## config.mk

```make
export PLATFORM = sky130hd
export DESIGN_NAME = tile_binner
export DESIGN_NICKNAME = d
export VERILOG_FILES = /design/src/rtl/tbin_pkg.sv /design/src/rtl/tbin_bbox.sv /design/src/rtl/tbin_walk.sv /design/src/rtl/tbin_count.sv /design/src/rtl/tile_binner.sv
export SDC_FILE = /design/constraint.sdc
export NUM_CORES = 1
export LEC_CHECK = 0
export CORE_MARGIN = 2
export CORE_UTILIZATION = 45
export DETAILED_ROUTE_END_ITERATION = 16
export DONT_BUFFER_PORTS = 1
export GPL_TIMING_DRIVEN = 0
export PLACE_DENSITY = 0.7
export SLEW_MARGIN = 20
export SYNTH_ARGS = -nofsm -noshare
export SYNTH_HDL_FRONTEND = slang
export SYNTH_SLANG_ARGS = --single-unit
```

## constraint.sdc

```tcl
create_clock -name clk -period 4.9 [get_ports clk]
set_input_delay 0.245 -clock clk [delete_from_list [all_inputs] [get_ports clk]]
set_output_delay 0.245 -clock clk [all_outputs]
set_load 0.005 [all_outputs]
```

## src/rtl/tbin_pkg.sv

```systemverilog
package tbin_pkg;

  // walker phase: idle and able to accept, or emitting tile records
  typedef enum logic {
    WK_IDLE = 1'b0,
    WK_EMIT = 1'b1
  } walk_state_t;

endpackage

```

## src/rtl/tbin_bbox.sv

```systemverilog
// Bounding box of three vertices, clipped to the screen and turned into
// an inclusive range of tile columns and rows.
module tbin_bbox #(
  parameter int CW        = 12,
  parameter int SCR_W     = 1024,
  parameter int SCR_H     = 768,
  parameter int TILE_LOG2 = 3,
  parameter int TX_W      = 7,
  parameter int TY_W      = 7
) (
  input  logic signed [CW-1:0] x0,
  input  logic signed [CW-1:0] y0,
  input  logic signed [CW-1:0] x1,
  input  logic signed [CW-1:0] y1,
  input  logic signed [CW-1:0] x2,
  input  logic signed [CW-1:0] y2,
  output logic                 off_screen,
  output logic [TX_W-1:0]      tx_lo,
  output logic [TX_W-1:0]      tx_hi,
  output logic [TY_W-1:0]      ty_lo,
  output logic [TY_W-1:0]      ty_hi
);

  localparam logic signed [CW-1:0] XLAST = CW'(SCR_W - 1);
  localparam logic signed [CW-1:0] YLAST = CW'(SCR_H - 1);

  logic signed [CW-1:0] xmn, xmx, ymn, ymx;
  logic signed [CW-1:0] xlo_c, xhi_c, ylo_c, yhi_c;

  always_comb begin
    xmn = x0;
    xmx = x0;
    ymn = y0;
    ymx = y0;
    if (x1 < xmn) xmn = x1;
    if (x2 < xmn) xmn = x2;
    if (x1 > xmx) xmx = x1;
    if (x2 > xmx) xmx = x2;
    if (y1 < ymn) ymn = y1;
    if (y2 < ymn) ymn = y2;
    if (y1 > ymx) ymx = y1;
    if (y2 > ymx) ymx = y2;
  end

  always_comb begin
    off_screen = (xmx < 0) || (ymx < 0) || (xmn > XLAST) || (ymn > YLAST);
    xlo_c = (xmn < 0) ? '0 : xmn;
    ylo_c = (ymn < 0) ? '0 : ymn;
    xhi_c = (xmx > XLAST) ? XLAST : xmx;
    yhi_c = (ymx > YLAST) ? YLAST : ymx;
  end

  // tile side is a power of two: the tile index is a right shift
  assign tx_lo = TX_W'(xlo_c >>> TILE_LOG2);
  assign tx_hi = TX_W'(xhi_c >>> TILE_LOG2);
  assign ty_lo = TY_W'(ylo_c >>> TILE_LOG2);
  assign ty_hi = TY_W'(yhi_c >>> TILE_LOG2);

endmodule

```

## src/rtl/tbin_walk.sv

```systemverilog
// Steps through a loaded tile rectangle in row-major order and presents
// one registered record per step on a valid/ready stream.
module tbin_walk
  import tbin_pkg::*;
#(
  parameter int TX_W = 7,
  parameter int TY_W = 7,
  parameter int ID_W = 16
) (
  input  logic            clk,
  input  logic            rst,
  input  logic            load,
  input  logic [TX_W-1:0] ld_xlo,
  input  logic [TX_W-1:0] ld_xhi,
  input  logic [TY_W-1:0] ld_ylo,
  input  logic [TY_W-1:0] ld_yhi,
  input  logic [ID_W-1:0] ld_id,
  input  logic            out_ready,
  output logic            out_valid,
  output logic [TX_W-1:0] out_tx,
  output logic [TY_W-1:0] out_ty,
  output logic [ID_W-1:0] out_id,
  output logic            out_last,
  output logic            fire
);

  localparam logic [TX_W-1:0] ONE_X = 1;
  localparam logic [TY_W-1:0] ONE_Y = 1;

  walk_state_t     state_q;
  logic [TX_W-1:0] cx_q, xlo_q, xhi_q;
  logic [TY_W-1:0] cy_q, yhi_q;
  logic [ID_W-1:0] id_q;
  logic            last_q;

  assign out_valid = (state_q == WK_EMIT);
  assign fire      = out_valid && out_ready;
  assign out_tx    = cx_q;
  assign out_ty    = cy_q;
  assign out_id    = id_q;
  assign out_last  = last_q;

  always_ff @(posedge clk) begin
    if (rst) begin
      state_q <= WK_IDLE;
      cx_q    <= '0;
      cy_q    <= '0;
      xlo_q   <= '0;
      xhi_q   <= '0;
      yhi_q   <= '0;
      id_q    <= '0;
      last_q  <= 1'b0;
    end else if (load) begin
      state_q <= WK_EMIT;
      cx_q    <= ld_xlo;
      cy_q    <= ld_ylo;
      xlo_q   <= ld_xlo;
      xhi_q   <= ld_xhi;
      yhi_q   <= ld_yhi;
      id_q    <= ld_id;
      last_q  <= (ld_xlo == ld_xhi) && (ld_ylo == ld_yhi);
    end else if (fire) begin
      if (last_q) begin
        state_q <= WK_IDLE;
        last_q  <= 1'b0;
      end else if (cx_q == xhi_q) begin
        cx_q   <= xlo_q;
        cy_q   <= cy_q + ONE_Y;
        last_q <= ((cy_q + ONE_Y) == yhi_q) && (xlo_q == xhi_q);
      end else begin
        cx_q   <= cx_q + ONE_X;
        last_q <= (cy_q == yhi_q) && ((cx_q + ONE_X) == xhi_q);
      end
    end
  end

endmodule

```

## src/rtl/tbin_count.sv

```systemverilog
// Running total that rises by one on each pulse of its enable.
module tbin_count #(
  parameter int CNT_W = 32
) (
  input  logic             clk,
  input  logic             rst,
  input  logic             inc,
  output logic [CNT_W-1:0] total
);

  localparam logic [CNT_W-1:0] STEP = 1;

  always_ff @(posedge clk) begin
    if (rst)      total <= '0;
    else if (inc) total <= total + STEP;
  end

endmodule

```

## src/rtl/tile_binner.sv

```systemverilog
module tile_binner #(
  parameter int CW        = 12,
  parameter int SCR_W     = 1024,
  parameter int SCR_H     = 768,
  parameter int TILE_LOG2 = 3,
  parameter int ID_W      = 16,
  parameter int CNT_W     = 32,
  localparam int TS       = 1 << TILE_LOG2,
  localparam int NTX      = (SCR_W + TS - 1) / TS,
  localparam int NTY      = (SCR_H + TS - 1) / TS,
  localparam int TX_W     = (NTX > 1) ? $clog2(NTX) : 1,
  localparam int TY_W     = (NTY > 1) ? $clog2(NTY) : 1
) (
  input  logic                 clk,
  input  logic                 rst,
  input  logic                 in_valid,
  output logic                 in_ready,
  input  logic [ID_W-1:0]      in_id,
  input  logic signed [CW-1:0] in_x0,
  input  logic signed [CW-1:0] in_y0,
  input  logic signed [CW-1:0] in_x1,
  input  logic signed [CW-1:0] in_y1,
  input  logic signed [CW-1:0] in_x2,
  input  logic signed [CW-1:0] in_y2,
  output logic                 out_valid,
  input  logic                 out_ready,
  output logic [ID_W-1:0]      out_id,
  output logic [TX_W-1:0]      out_tx,
  output logic [TY_W-1:0]      out_ty,
  output logic                 out_last,
  output logic [CNT_W-1:0]     tri_count,
  output logic [CNT_W-1:0]     rec_count
);

  logic            off_screen;
  logic [TX_W-1:0] bx_lo, bx_hi;
  logic [TY_W-1:0] by_lo, by_hi;
  logic            accept, load, fire;

  tbin_bbox #(
    .CW(CW), .SCR_W(SCR_W), .SCR_H(SCR_H), .TILE_LOG2(TILE_LOG2),
    .TX_W(TX_W), .TY_W(TY_W)
  ) u_bbox (
    .x0(in_x0), .y0(in_y0), .x1(in_x1), .y1(in_y1), .x2(in_x2), .y2(in_y2),
    .off_screen(off_screen),
    .tx_lo(bx_lo), .tx_hi(bx_hi), .ty_lo(by_lo), .ty_hi(by_hi)
  );

  assign in_ready = !out_valid;
  assign accept   = in_valid && in_ready;
  assign load     = accept && !off_screen;

  tbin_walk #(
    .TX_W(TX_W), .TY_W(TY_W), .ID_W(ID_W)
  ) u_walk (
    .clk(clk), .rst(rst), .load(load),
    .ld_xlo(bx_lo), .ld_xhi(bx_hi), .ld_ylo(by_lo), .ld_yhi(by_hi),
    .ld_id(in_id), .out_ready(out_ready),
    .out_valid(out_valid), .out_tx(out_tx), .out_ty(out_ty),
    .out_id(out_id), .out_last(out_last), .fire(fire)
  );

  tbin_count #(.CNT_W(CNT_W)) u_tri_cnt (
    .clk(clk), .rst(rst), .inc(load), .total(tri_count)
  );

  tbin_count #(.CNT_W(CNT_W)) u_rec_cnt (
    .clk(clk), .rst(rst), .inc(fire), .total(rec_count)
  );

endmodule

```

==> metrics <==
flops & latches, synth=117; CTS root buf=clkbuf_16; largest area contributor in the netlist=dfxtp_1; Hold Fails Final Rpt=0; Util after Layout=52.9%; net count after synthesis=1235; GRT overflow=0; Ys Warns=0; Min-Delay Startpoint=in_id[0]; Clock Pin Slew Worst Setup and Hold Paths=50 ps; vias=8117; setup TNS=0 ps; post-detail-place hpwl=18900 um; Pwr per Cell Area=314 nW/um2; VDD IR max=0.258 mV; first-pass GRT wire length=38600 um; uppermost routed layer=met4; post-placement cell area=8900 um2; CP arrival=5040 ps; io pins=189; average size of a mapped cell=8.04 um2; Synth Flop Type=dfxtp_1; die height=142 um; chip width=142 um; Reg area=2340 um2; Final ANT Viol Nets=0; Tmin final=4720 ps; top-area cell type share of the netlist area=27.3%; TritonCTS clock tree=built; Mapped Cells=1069; Leakage Power=4.06 nW; Worst Hold Class=primary input to flop; Max Clock Freq=212 MHz; Worst EP required=5220 ps; maximum root-to-sink buffer count=2; initial drt markers=483; CP endpoint kind=flop; core footprint=18700 um2; Hold Path End=u_walk.out_id[0]$_SDFFE_PP0P_; Crit Path Class=primary input to flop; flop2flop setup slack=1700 ps; post-route cell area=9890 um2; gr usage total=23.8%; Area growth, synth to finish=15.1%; share of cells above drive strength 1=10.5%; Clock Sinks=117; drt drc=0; final period utilization=96.3%; Final Setup Violations=0; final-report max-slew violation count=0; FF-to-FF path depth=10; largest net degree at the start of global routing=17; area of the multi-input gates=6040 um2; worst r2r src=u_tri_cnt.total[7]$_SDFFE_PP0P_; gpl congestion=0.921; final hold slack=11.3 ps; RR Endpoint=u_tri_cnt.total[31]$_SDFFE_PP0P_; Unique masters post-synth=65; CTS HTree Levels=4; drt first pass iters=5; DR WL met2=11600 um; async set-reset flop share out of synthesis=0%; Critical Path Fanout Max=10; n_diodes=0; Mapped Area=8590 um2; Clk Latency, worst-skew pair=410 ps; Clock Skews=9.65 ps; Final nets=1279; status=completed; CTS Buf Count=17; initial antenna violation count=0; FP Rows=50; register area share after synthesis=27.3%; Slew HR=54.6%; Die Area=20200 um2; routed wire length=24800 um; worst-margin pin slew=678 ps; M1 WL=10700 um; vias per cell=5.98; metal3 WL=1860 um; vias in the first global route=7703; drt wl/cell=18.3 um; Post-synth EDFFs=0; max_cap viols=0; fillcell total=1755; Initial Utilization=45.9%; PortBufs=0; Hold Crit Depth=2; CP Launch Type=primary input; ranking of synthesized cells by area=dfxtp_1, ha_1, nor2_1, mux2i_1, xnor2_1
==> Yosys cell counts (30+ instances only) <==
library cell  instances
nor2_1              149
dfxtp_1             117
ha_1                 74
a21oi_1              73
nand2_1              58
inv_1                56
mux2i_1              54
xnor2_1              51
xor2_1               45
nand3_1              38
nand4_1              32
clkbuf_1             30
==> logic make-up (layout without fill, tap and decap cells) <==
family	after synthesis	count (layout)	share of synthesized area, %
compound gates	202	202	15.8
xor+xnor	96	96	9.78
fa+ha+maj	74	74	10.8
buf+inv	100	154	4.67
flops	117	117	27.3
mux	66	66	7.86
simple gates	414	414	23.9
==> worst max path at each step <==
stage	slack, ps	from	cells past startpoint	endpoint
after CTS	20	in_y0[11]	22	u_tri_cnt.total[12]$_SDFFE_PP0P_
after detailed placement	-950	in_x0[3]	21	u_walk.out_last$_SDFFE_PP0P_
after floorplan	60	in_y0[11]	22	u_tri_cnt.total[8]$_SDFFE_PP0P_
final	180	in_x0[11]	22	u_walk.out_last$_SDFFE_PP0P_
after global routing	-90	in_x0[11]	21	u_walk.out_last$_SDFFE_PP0P_
after global placement	-940	in_x0[11]	21	u_walk.out_last$_SDFFE_PP0P_
==> final cells by class <==
type	count	share of cell area [%]
Multi-Input combinational cell	852	61.1
Sequential cell	117	23.7
Clock buffer	24	4.97
Tap cell	234	2.96
Buffer	42	2.29
Timing Repair Buffer	25	2.28
Inverter	58	2.20
Clock inverter	5	0.506
==> critical path: stages <==
cell and delay, ps:
inv_1 30, ha_1 330, nand4_1 250, o22ai_1 270, nor2_2 120, a311oi_2 320
buf_4 180, clkbuf_4 190, a21oi_1 110, ha_1 300, nand2_1 100, nor4_2 350
nor3_1 110, nor2_1 190, buf_4 210, o211ai_1 170, buf_4 210, o221a_2 280
and3_1 140, nor4b_1 470, nand4_1 180, o31ai_2 270
==> power by group <==
part           switching (mW)  leakage (nW)  total, mW  internal, mW
clock network           0.407         0.272       1.14         0.737
registers              0.0493         0.945       1.04         0.988
logic                   0.528          2.85      0.925         0.396
total                   0.985          4.06       3.11          2.12
==> state kept, by name, summed over array words and instances, names as in the netlist <==
signal,flops
u_walk.out_tx,7
u_walk.xhi_q,7
u_tri_cnt.total,32
u_walk.xlo_q,7
u_walk.yhi_q,7
u_walk.out_id,16
u_rec_cnt.total,32
u_walk.out_last,1
u_walk.out_ty,7
u_walk.out_valid,1
==> routing by layer <==
metal / vias to the layer above / global-route usage [%]
met2: 264 / 39.4
li1: 3957 / -
met3: 42 / 6.66
met5: - / 0
met4: 0 / 7.63
met1: 3854 / 30.1
==> layout by cell type, fill, tap and decap left out, types with 18 or more instances in the layout <==
master,instances
nand2_1,58
or3_1,22
and3_1,19
nor4_1,18
a21oi_1,72
ha_1,73
xor2_1,45
nor2_1,147
inv_1,56
nand3_1,37
nor3_1,26
clkbuf_1,25
o21ai_0,23
xnor2_1,51
nand4_1,32
mux2i_1,48
dfxtp_1,117
==> timing repair <==
item                                    4_1_cts  5_1_grt
setup buffers                                 3        7
endpoints found under the hold margin        15        0
hold buffers                                 15        0
pin swaps                                     3       10
resized for setup                            13       53
endpoints found under the setup margin       85       85
==> per-stage QoR <==
step | cells | power (mW) | setup slack (ps)
final | 1357 | 3.11 | 181
after global routing | 1357 | 3.27 | -92.2
after CTS | 1350 | 3.05 | 15.2
after detailed placement | 1303 | 1.88 | -950
after global placement | 1303 | 1.87 | -944
after floorplan | 1069 | 1.69 | 56.3
(Power assumes the default switching activity.)
